==> config.mk <==
export PLATFORM = sky130hd
export DESIGN_NAME = pmd_region_decoder
export DESIGN_NICKNAME = d
export VERILOG_FILES = /design/src/rtl/pmd_pkg.sv /design/src/rtl/pmd_data_dec.sv /design/src/rtl/pmd_prog_dec.sv /design/src/rtl/pmd_block_gate.sv /design/src/rtl/pmd_region_decoder.sv
export SDC_FILE = /design/constraint.sdc
export NUM_CORES = 1
export LEC_CHECK = 0
export ABC_AREA = 1
export BUFFER_PORTS_ARGS = -buffer_cell sky130_fd_sc_hd__buf_4
export CORE_MARGIN = 1
export CORE_UTILIZATION = 46
export DETAILED_ROUTE_END_ITERATION = 10
export GPL_ROUTABILITY_DRIVEN = 0
export GPL_TIMING_DRIVEN = 0
export HOLD_SLACK_MARGIN = 0.12
export PLACE_DENSITY = 0.93
export RECOVER_POWER = 25
export SLEW_MARGIN = 20
export SYNTH_ARGS = -nofsm -noshare
export SYNTH_HDL_FRONTEND = slang
export SYNTH_SLANG_ARGS = --single-unit
==> constraint.sdc <==
create_clock -name clk -period 1.2 [get_ports clk]
set_input_delay 0.3 -clock clk [delete_from_list [all_inputs] [get_ports clk]]
set_output_delay 0.3 -clock clk [all_outputs]
set_load 0.005 [all_outputs]
==> src/rtl/pmd_pkg.sv <==
package pmd_pkg;
   typedef enum logic [2:0] {
      RGN_DARAM  = 3'd0,
      RGN_SARAM  = 3'd1,
      RGN_SHARED = 3'd2,
      RGN_ROM    = 3'd3,
      RGN_EXT    = 3'd4,
      RGN_MMR    = 3'd5,
      RGN_RSVD   = 3'd6
   } region_e;
endpackage

==> src/rtl/pmd_data_dec.sv <==
module pmd_data_dec
   import pmd_pkg::*;
#(
   parameter int OFS_W   = 16,
   parameter int BLK_W   = 2,
   parameter int MMR_TOP = 'h60
) (
   input  logic [OFS_W-1:0] offset,
   input  logic             drom,
   output region_e          region,
   output logic [BLK_W-1:0] block
);
   localparam int MSB = OFS_W - 1;

   always_comb begin
      region = RGN_EXT;
      block  = '0;
      if (offset < OFS_W'(MMR_TOP)) begin
         region = RGN_MMR;
      end else if (!offset[MSB]) begin
         region = RGN_DARAM;
         block  = offset[MSB-1 -: BLK_W];
      end else if (drom) begin
         region = RGN_SARAM;
         block  = offset[MSB-1 -: BLK_W];
      end
   end
endmodule

==> src/rtl/pmd_prog_dec.sv <==
module pmd_prog_dec
   import pmd_pkg::*;
#(
   parameter int OFS_W        = 16,
   parameter int PAGE_W       = 7,
   parameter int REAL_PAGE_W  = 3,
   parameter int SHARED_PAGES = 4,
   parameter int BLK_W        = 2,
   parameter int MMR_TOP      = 'h60,
   parameter int ROM_BASE     = 'hE000,
   parameter bit ALIAS_PAGES  = 1'b1
) (
   input  logic [OFS_W-1:0]  offset,
   input  logic [PAGE_W-1:0] page,
   input  logic              overlay,
   input  logic              micro,
   input  logic              romen,
   output region_e           region,
   output logic [BLK_W-1:0]  block
);
   localparam int MSB = OFS_W - 1;

   logic [REAL_PAGE_W-1:0] eff_page;
   logic                   out_of_range;
   logic                   low_page;

   generate
      if (ALIAS_PAGES) begin : g_alias
         logic unused_page_hi;
         assign eff_page       = page[REAL_PAGE_W-1:0];
         assign out_of_range   = 1'b0;
         assign unused_page_hi = ^page[PAGE_W-1:REAL_PAGE_W];
      end else begin : g_strict
         assign eff_page     = page[REAL_PAGE_W-1:0];
         assign out_of_range = |page[PAGE_W-1:REAL_PAGE_W];
      end
   endgenerate

   assign low_page = !out_of_range && (eff_page < REAL_PAGE_W'(SHARED_PAGES));

   always_comb begin
      region = RGN_EXT;
      block  = '0;
      if (!offset[MSB]) begin
         if (low_page && (offset < OFS_W'(MMR_TOP))) begin
            region = RGN_RSVD;
         end else if (overlay) begin
            region = RGN_DARAM;
            block  = offset[MSB-1 -: BLK_W];
         end
      end else if (!micro && low_page) begin
         if ((eff_page == '0) && romen && (offset >= OFS_W'(ROM_BASE))) begin
            region = RGN_ROM;
         end else begin
            region = RGN_SHARED;
            block  = eff_page[BLK_W-1:0];
         end
      end
   end
endmodule

==> src/rtl/pmd_block_gate.sv <==
module pmd_block_gate
   import pmd_pkg::*;
(
   input  region_e region,
   input  logic    write,
   input  logic    dma,
   input  logic    xif_enable,
   output logic    blocked
);
   logic ext_stop;
   logic cpu_write_stop;

   assign ext_stop       = (region == RGN_EXT) && !xif_enable;
   assign cpu_write_stop = write && !dma && ((region == RGN_SHARED) || (region == RGN_ROM));
   assign blocked        = ext_stop || cpu_write_stop;
endmodule

==> src/rtl/pmd_region_decoder.sv <==
module pmd_region_decoder
   import pmd_pkg::*;
#(
   parameter int OFS_W        = 16,
   parameter int PAGE_W       = 7,
   parameter int REAL_PAGE_W  = 3,
   parameter int SHARED_PAGES = 4,
   parameter int BLK_W        = 2,
   parameter int MMR_TOP      = 'h60,
   parameter int ROM_BASE     = 'hE000,
   parameter bit ALIAS_PAGES  = 1'b1,
   localparam int AW          = OFS_W - 1
) (
   input  logic              clk,
   input  logic              rst_n,
   input  logic              req_valid,
   input  logic              req_data_space,
   input  logic [OFS_W-1:0]  req_offset,
   input  logic [PAGE_W-1:0] req_page,
   input  logic              req_write,
   input  logic              req_dma,
   input  logic              mode_overlay,
   input  logic              mode_micro,
   input  logic              mode_drom,
   input  logic              mode_romen,
   input  logic              xif_enable,
   output logic              rsp_valid,
   output logic [2:0]        rsp_region,
   output logic [BLK_W-1:0]  rsp_block,
   output logic [AW-1:0]     rsp_addr,
   output logic              rsp_blocked
);
   generate
      if (PAGE_W <= REAL_PAGE_W) begin : g_chk_page
         $error("PAGE_W must exceed REAL_PAGE_W");
      end
      if (SHARED_PAGES != (1 << BLK_W)) begin : g_chk_blk
         $error("SHARED_PAGES must equal 2**BLK_W");
      end
      if (SHARED_PAGES > (1 << REAL_PAGE_W)) begin : g_chk_shared
         $error("SHARED_PAGES exceeds real page count");
      end
      if ((ROM_BASE < (1 << AW)) || (ROM_BASE >= (1 << OFS_W))) begin : g_chk_rom
         $error("ROM_BASE must lie in the upper half");
      end
      if (MMR_TOP >= (1 << AW)) begin : g_chk_mmr
         $error("MMR_TOP must lie in the lower half");
      end
   endgenerate

   region_e          d_region, p_region, sel_region;
   logic [BLK_W-1:0] d_block, p_block, sel_block;
   logic [AW-1:0]    sel_addr;
   logic             sel_blocked;
   logic [OFS_W-1:0] rom_rel;

   pmd_data_dec #(.OFS_W(OFS_W), .BLK_W(BLK_W), .MMR_TOP(MMR_TOP)) u_data (
      .offset(req_offset), .drom(mode_drom), .region(d_region), .block(d_block)
   );

   pmd_prog_dec #(
      .OFS_W(OFS_W), .PAGE_W(PAGE_W), .REAL_PAGE_W(REAL_PAGE_W),
      .SHARED_PAGES(SHARED_PAGES), .BLK_W(BLK_W), .MMR_TOP(MMR_TOP),
      .ROM_BASE(ROM_BASE), .ALIAS_PAGES(ALIAS_PAGES)
   ) u_prog (
      .offset(req_offset), .page(req_page), .overlay(mode_overlay),
      .micro(mode_micro), .romen(mode_romen), .region(p_region), .block(p_block)
   );

   assign sel_region = req_data_space ? d_region : p_region;
   assign sel_block  = req_data_space ? d_block  : p_block;
   assign rom_rel    = req_offset - OFS_W'(ROM_BASE);
   assign sel_addr   = (sel_region == RGN_ROM) ? rom_rel[AW-1:0] : req_offset[AW-1:0];

   pmd_block_gate u_gate (
      .region(sel_region), .write(req_write), .dma(req_dma),
      .xif_enable(xif_enable), .blocked(sel_blocked)
   );

   region_e q_region;

   always_ff @(posedge clk or negedge rst_n) begin
      if (!rst_n) begin
         rsp_valid   <= 1'b0;
         q_region    <= RGN_DARAM;
         rsp_block   <= '0;
         rsp_addr    <= '0;
         rsp_blocked <= 1'b0;
      end else begin
         rsp_valid <= req_valid;
         if (req_valid) begin
            q_region    <= sel_region;
            rsp_block   <= sel_block;
            rsp_addr    <= sel_addr;
            rsp_blocked <= sel_blocked;
         end
      end
   end

   assign rsp_region = q_region;

   // one-cycle latency of the strobe
   p_latency_r10: assert property (@(posedge clk) disable iff (!rst_n)
      req_valid |=> rsp_valid);
   p_idle_r10: assert property (@(posedge clk) disable iff (!rst_n)
      !req_valid |=> !rsp_valid);
   // no unblocked non-DMA write lands in shared RAM
   p_shared_write_r6: assert property (@(posedge clk) disable iff (!rst_n)
      (req_valid && req_write && !req_dma) |=> !((q_region == RGN_SHARED) && !rsp_blocked));
   // external access never passes with the interface disabled
   p_ext_gate_r7: assert property (@(posedge clk) disable iff (!rst_n)
      (req_valid && !xif_enable) |=> !((q_region == RGN_EXT) && !rsp_blocked));
   // data space never reaches program-only regions
   p_data_regions_r5: assert property (@(posedge clk) disable iff (!rst_n)
      (req_valid && req_data_space) |=>
      ((q_region != RGN_SHARED) && (q_region != RGN_ROM) && (q_region != RGN_RSVD)));
   // microprocessor mode forces the upper program half external
   p_micro_upper_r3: assert property (@(posedge clk) disable iff (!rst_n)
      (req_valid && !req_data_space && req_offset[OFS_W-1] && mode_micro) |=>
      (q_region == RGN_EXT));
endmodule

==> metrics.md, run 1 <==
| Metric | Value |
|---|---|
| Int Pwr | `1.18 mW` |
| DP Area | `1430 um^2` |
| Highest clock rate | `between 0.8 and 0.9 GHz` |
| Layout area overhead | `47.1%` |
| DP HPWL | `slightly above 2 mm` |
| PwrDens | `roughly 1100 nW/um^2` |
| Max Cap Viol | `0` |
| I/O pin count | `56` |
| Total gr overflow | `0` |
| Cells after Synth | `127` |
| Min-Delay Endpoint | `rsp_addr[0]` |
| Hold Path Origin | `req_offset[0]` |
| Synthesized Nets | `161` |
| Critical path type | `flip-flop to primary output` |
| Post-synth top area share | `0.543` |
| Reg2Reg Capture Point | `rsp_region[0]` |
| Worst Slack Setup Final | `0.0293 ns` |
| Synth area leader | `dfrtp_1` |
| LEAKAGE | `0.814 nW` |
| Mapped Area | `between 1000 and 1500 um^2` |
| Logic pwr share | `0.221` |
| CP max stage delay | `between 0.4 and 0.5 ns` |
| Final hold violation count | `0` |
| Hold path depth | `3` |
| Synth area leaders | `dfrtp_1 (54%), nand2_1 (21%), nor2_1 (3.7%)` |
| Pre-CTS setup slack | `-0.189 ns` |
| Slew Limit Fails | `0` |
| Tmin final | `~1.2 ns` |
| Synthesized area per cell | `~8 um^2` |
| Worst-Margin Slew | `0.526 ns` |
| CTS Buf Count | `3` |
| Die H | `49.0 um` |
| TritonCTS clock tree | `yes` |
| Worst-case clock buffer depth | `2` |
| Worst hold margin | `0.178 ns` |
| Remaining DRCs | `0` |
| Buf/Inv on CP | `1` |
| Fin crit share | `0.976` |
| Max VDD drop | `between 0.001 and 0.0015 V` |
| Status | `complete, no violations` |
| CP endpoint kind | `primary output` |
| #FFs+latches synth | `22` |
| Final nets | `between 200 and 250` |
| Most frequent cells in the layout | `nand2_1 (58), buf_4 (51), dfrtp_1 (22)` |
| CP Max Fanout | `2` |
| Vias post-DR | `1035` |
| Root Buffer | `clkbuf_4` |
| CP required | `0.90 ns` |
| Initial drt markers | `39` |
| Clock Latency Late Sink | `0.31 ns` |
| Final WL | `about 2.6 mm` |
| Max_slew headroom | `0.649` |
| Synth Warn # | `0` |
| Clock sinks | `22` |
| Critical-path cell list | `buf_4` |
| Clock Pin Slew Worst Setup and Hold Paths | `0.11 ns` |
| Core area | `2020 um^2` |
| Sw Share | `0.260` |
| Post-synth cell types | `23` |
| Initial core utilization | `0.502` |
| Row count | `16` |
| Die ar. | `about 2400 um^2` |
| Post-route cell area | `1490 um^2` |
| GRT Util Overall | `0.244` |
| Final setup vio count | `0` |
| Drt via density | `4.88` |
| Type of the worst min-delay path | `input port to flip-flop` |
| Seq pwr share | `0.526` |
| Detail Route Antenna Nets | `0` |
| Share of the core filled with cells | `0.738` |
| Chip Width | `~50 um` |
| Commonest non-fill, non-tap cell in the layout | `nand2_1` |
| Net switching power | `417 uW` |
| Largest net degree at the start of global routing | `23` |
| First-pass DRT Iterations | `4` |
| Setup Skew | `0 ns` |
| Post-CTS Resized | `0` |
| R2R Path Start | `rsp_region[0]` |
| First-pass GRT wire length | `about 4.4 mm` |
| FF-to-FF setup slack | `a little under 0.4 ns` |
| TNS Setup | `0 ns` |
| Clk pwr share | `0.253` |
| Initial antenna violation count | `0` |
| R2r worst-path depth | `3` |
| Layout cells sized above 1 | `0.373` |
| Slowest cell on the critical path | `dfrtp_1` |
| ANT cells | `0` |
| Startpoint Class | `flip-flop` |
| H-tree levels | `1` |
| IO Port Bufs | `51` |
| CP Data Arrival Time | `~0.87 ns` |
| Seq/Total Area, Yosys | `0.543` |
| Vias in the first global route | `roughly 1.0k` |
| Crit path max-delay family | `flip-flops` |
| DR WL/cell | `roughly 12 um` |
registers in the layout, summed over array words and instances, names as in the netlist:
name / flops
rsp_valid: 1
rsp_block: 2
rsp_blocked: 1
rsp_region: 3
rsp_addr: 15
Yosys cell counts:
cell type	n
a21oi_2	1
clkbuf_1	2
inv_1	4
nor3b_1	1
nor2_2	1
inv_2	3
a31oi_1	2
clkinv_1	1
nor3_2	1
nand4_1	2
nand3b_1	1
buf_2	1
o21ai_1	2
nor2_4	1
dfrtp_1	22
buf_1	1
a21oi_1	2
nand3_1	5
nor2_1	10
nor4_1	1
nand2_2	4
nand3_2	1
nand2_1	58
area by class of cell:
type | count | area, um^2
flip-flops and latches | 22 | 551
fillers | 145 | 529
multi-input cells | 93 | 418
repair buffers | 54 | 408
clock buffers | 4 | 36.3
well taps | 27 | 33.8
inverters | 8 | 30.0
plain buffers | 4 | 16.3
cell families after synthesis:
kind of cell	share of synthesized area
AND/OR/NAND/NOR	0.371
AO/OA/AOI/OAI	0.0407
flip-flops	0.543
buffers and inverters	0.0456
worst min-delay path, cell delays in order:
cell	delay [ns]
buf_4	0.08
nand2_1	0.04
nand2_1	0.05
power groups by stage:
stage,clock network [mW],registers [mW],logic [mW]
2_1_floorplan,0,0.859,0.113
3_3_place_gp,0,0.853,0.334
3_5_place_dp,0,0.854,0.347
4_1_cts,0.410,0.841,0.354
5_1_grt,0.439,0.850,0.393
6_report,0.406,0.841,0.354
what timing repair did:
item                                    CTS  global route
endpoints found under the setup margin    0             1
endpoints found under the hold margin    23             0
hold buffers                              2             0
buffers inserted                          0             1
metrics by stage:
stage	total power, mW	cells
detailed placement	1.20	205
global placement	1.19	205
floorplan	0.972	127
CTS	1.60	211
finish	1.60	212
global route	1.68	212
worst max path at each step:
stage,to,startpoint,slack (ns),cells past startpoint
after floorplan,rsp_blocked,req_offset[12],0.15,9
after global placement,rsp_addr[0],req_valid,-0.13,6
after detailed placement,rsp_addr[8],req_valid,-0.19,6
after CTS,rsp_addr[13],rsp_addr[13],0.03,1
after global routing,rsp_region[0],rsp_region[0],-0.0008,1
final,rsp_region[0],rsp_region[0],0.03,1
metal layers:
layer | GRT usage | share of wire | wire, um | vias to the layer above
met1 | 0.263 | 0.39 | 1030 | 474
li1 | - | - | - | 513
met5 | 0 | 0 | 0 | -
met2 | 0.447 | 0.54 | 1410 | 42
met3 | 0.0623 | 0.049 | 128 | 6
met4 | 0.103 | 0.016 | 41 | 0
No activity file was read; power rests on OpenSTA's default activity.
==> run 2: changes to the inputs <==
==> constraint.sdc (replaced) <==
create_clock -name clk -period 1.2 [get_ports clk]
set_input_delay 0.18 -clock clk [delete_from_list [all_inputs] [get_ports clk]]
set_output_delay 0.18 -clock clk [all_outputs]
set_load 0.005 [all_outputs]
==> run 2 against run 1 <==
Against the previous run:
- sequential share of layout area is 3.0 points lower
- worst setup slack better by 0.12 ns
- first-iteration DRC count is 28% higher
- sequential power is 0.6% higher
- routed wire length is 29% higher
- global-route usage is 7.6 points higher
- clock skew stayed put
- flip-flop and latch count stayed put
- fmax is 11% higher
- cell area is 8.9% higher
- critical path type unchanged
==> metrics.md, run 2 (synthesis gave the netlist of run 1 again) <==
| Metric | Value |
|---|---|
| Clock Pin Slew Worst Setup and Hold Paths | `0.12 ns` |
| Vias post-DR | `about 1.2k` |
| Highest clock rate | `~0.95 GHz` |
| Final nets | `approximately 230` |
| Root Buffer | `clkbuf_4` |
| Status | `complete, no violations` |
| Largest net degree at the start of global routing | `23` |
| Slew Limit Fails | `0` |
| CP Max Fanout | `2` |
| RSZ-0062 raised after global routing | `false` |
| CP endpoint kind | `primary output` |
| First-pass GRT wire length | `5.63 mm` |
| Pre-CTS setup slack | `-0.0691 ns` |
| Clock Latency Late Sink | `0.31 ns` |
| Worst-Margin Slew | `between 0.5 and 0.6 ns` |
| Critical path type | `flip-flop to primary output` |
| Crit path max-delay family | `flip-flops` |
| Max Cap Viol | `0` |
| Most frequent cells in the layout | `nand2_1 (58), buf_4 (50), dfrtp_1 (22)` |
| Commonest non-fill, non-tap cell in the layout | `nand2_1` |
| Final WL | `around 3.4 mm` |
| Hold-fix buffers at CTS | `16` |
| Critical-path cell list | `buf_4` |
| Total gr overflow | `0` |
| TritonCTS clock tree | `yes` |
| Startpoint Class | `flip-flop` |
| Buf/Inv on CP | `1` |
| Type of the worst min-delay path | `input port to flip-flop` |
| Die H | `between 40 and 50 um` |
| DR WL/cell | `about 15 um` |
| Core area | `~2000 um^2` |
| I/O pin count | `56` |
| Final setup vio count | `0` |
| PwrDens | `1020 nW/um^2` |
| Remaining DRCs | `0` |
| Setup Skew | `0 ns` |
| Worst Slack Setup Final | `roughly 0.15 ns` |
| Worst-case clock buffer depth | `2` |
| Die ar. | `~2400 um^2` |
| Chip Width | `49.0 um` |
| Fin crit share | `0.878` |
| Initial core utilization | `0.502` |
| Vias in the first global route | `between 1k and 1.5k` |
| GRT Util Overall | `0.320` |
| Tmin final | `approximately 1.1 ns` |
| Row count | `16` |
| Final hold violation count | `0` |
| First-pass DRT Iterations | `4` |
| Layout area overhead | `60.2%` |
| Clock sinks | `22` |
| DP HPWL | `between 2 and 2.5 mm` |
| Max reg flops | `15` |
| CP required | `1.02 ns` |
| CP max stage delay | `0.42 ns` |
| Max VDD drop | `roughly 0.0012 V` |
| Initial drt markers | `50` |
| Layout cells sized above 1 | `0.343` |
| CTS Buf Count | `3` |
| LEAKAGE | `~0.87 nW` |
| Detail Route Antenna Nets | `0` |
| H-tree levels | `1` |
| Slowest cell on the critical path | `dfrtp_1` |
| Worst hold margin | `about 0.13 ns` |
| Largest reg by FF count | `rsp_addr` |
| CP Data Arrival Time | `approximately 0.87 ns` |
| Postcts setup bufs | `0` |
| Initial antenna violation count | `0` |
| Max_slew headroom | `0.639` |
| Drt via density | `just over 5` |
| Fill cells | `between 100 and 150` |
| IO Port Bufs | `just over 50` |
| Post-CTS Resized | `0` |
| ANT cells | `0` |
[run 2: final timing paths]
| check | from | endpoint | slack [ns] | cells after the start |
|---|---|---|---|---|
| hold reg to reg | rsp_addr[9] | rsp_addr[9] | 0.49 | 2 |
| setup reg to reg | rsp_region[0] | rsp_region[0] | 0.51 | 2 |
| setup / recovery | rsp_addr[13] | rsp_addr[13] | 0.15 | 1 |
| max in group asynchronous | rst_n | rsp_block[0] | 0.48 | 2 |
| min in group asynchronous | rst_n | rsp_addr[9] | 0.37 | 2 |
| hold / removal | req_offset[14] | rsp_addr[14] | 0.13 | 3 |
[run 2: metrics by stage]
stage	total power, mW	instances	setup TNS (ns)	util	cell area (um^2)
after global placement	1.19	205	-0.115	0.708	1430
after detailed placement	1.20	205	-0.416	0.708	1430
final	1.65	225	0	0.804	1630
after floorplan	0.972	127	0	-	1010
after global routing	1.75	225	0	0.804	1630
after CTS	1.64	225	0	0.805	1630
[run 2: metal layers]
layer  track usage  wire length, um  up-vias
met4         0.137              149        0
met3        0.0623              161       14
met2         0.597             1860       67
met1         0.347             1180      541
li1              -                -      537
met5             0                0        -
[run 2: final cells by class]
| type | instances | area, um^2 | area share |
|---|---|---|---|
| Buffer | 4 | 16.3 | 0.0100 |
| Clock buffer | 4 | 36.3 | 0.0223 |
| Inverter | 8 | 30.0 | 0.0185 |
| Multi-Input combinational cell | 93 | 418 | 0.257 |
| Sequential cell | 22 | 551 | 0.339 |
| Tap cell | 27 | 33.8 | 0.0208 |
| Timing Repair Buffer | 67 | 541 | 0.333 |
[run 2: worst reg2reg max path: cells and delay by family, from the launching register on]
family	cells	cell delay, ns
AOI/OAI and AO/OA	1	0.05
DFF	1	0.42
and+or+nand+nor	1	0.10
[run 2: where the power goes]
group	total, mW	leakage (nW)	switching, mW	internal, mW
registers	0.846	0.268	0.0403	0.806
clock network	0.406	0.0210	0.220	0.185
logic	0.403	0.578	0.183	0.219
total	1.65	0.867	0.444	1.21
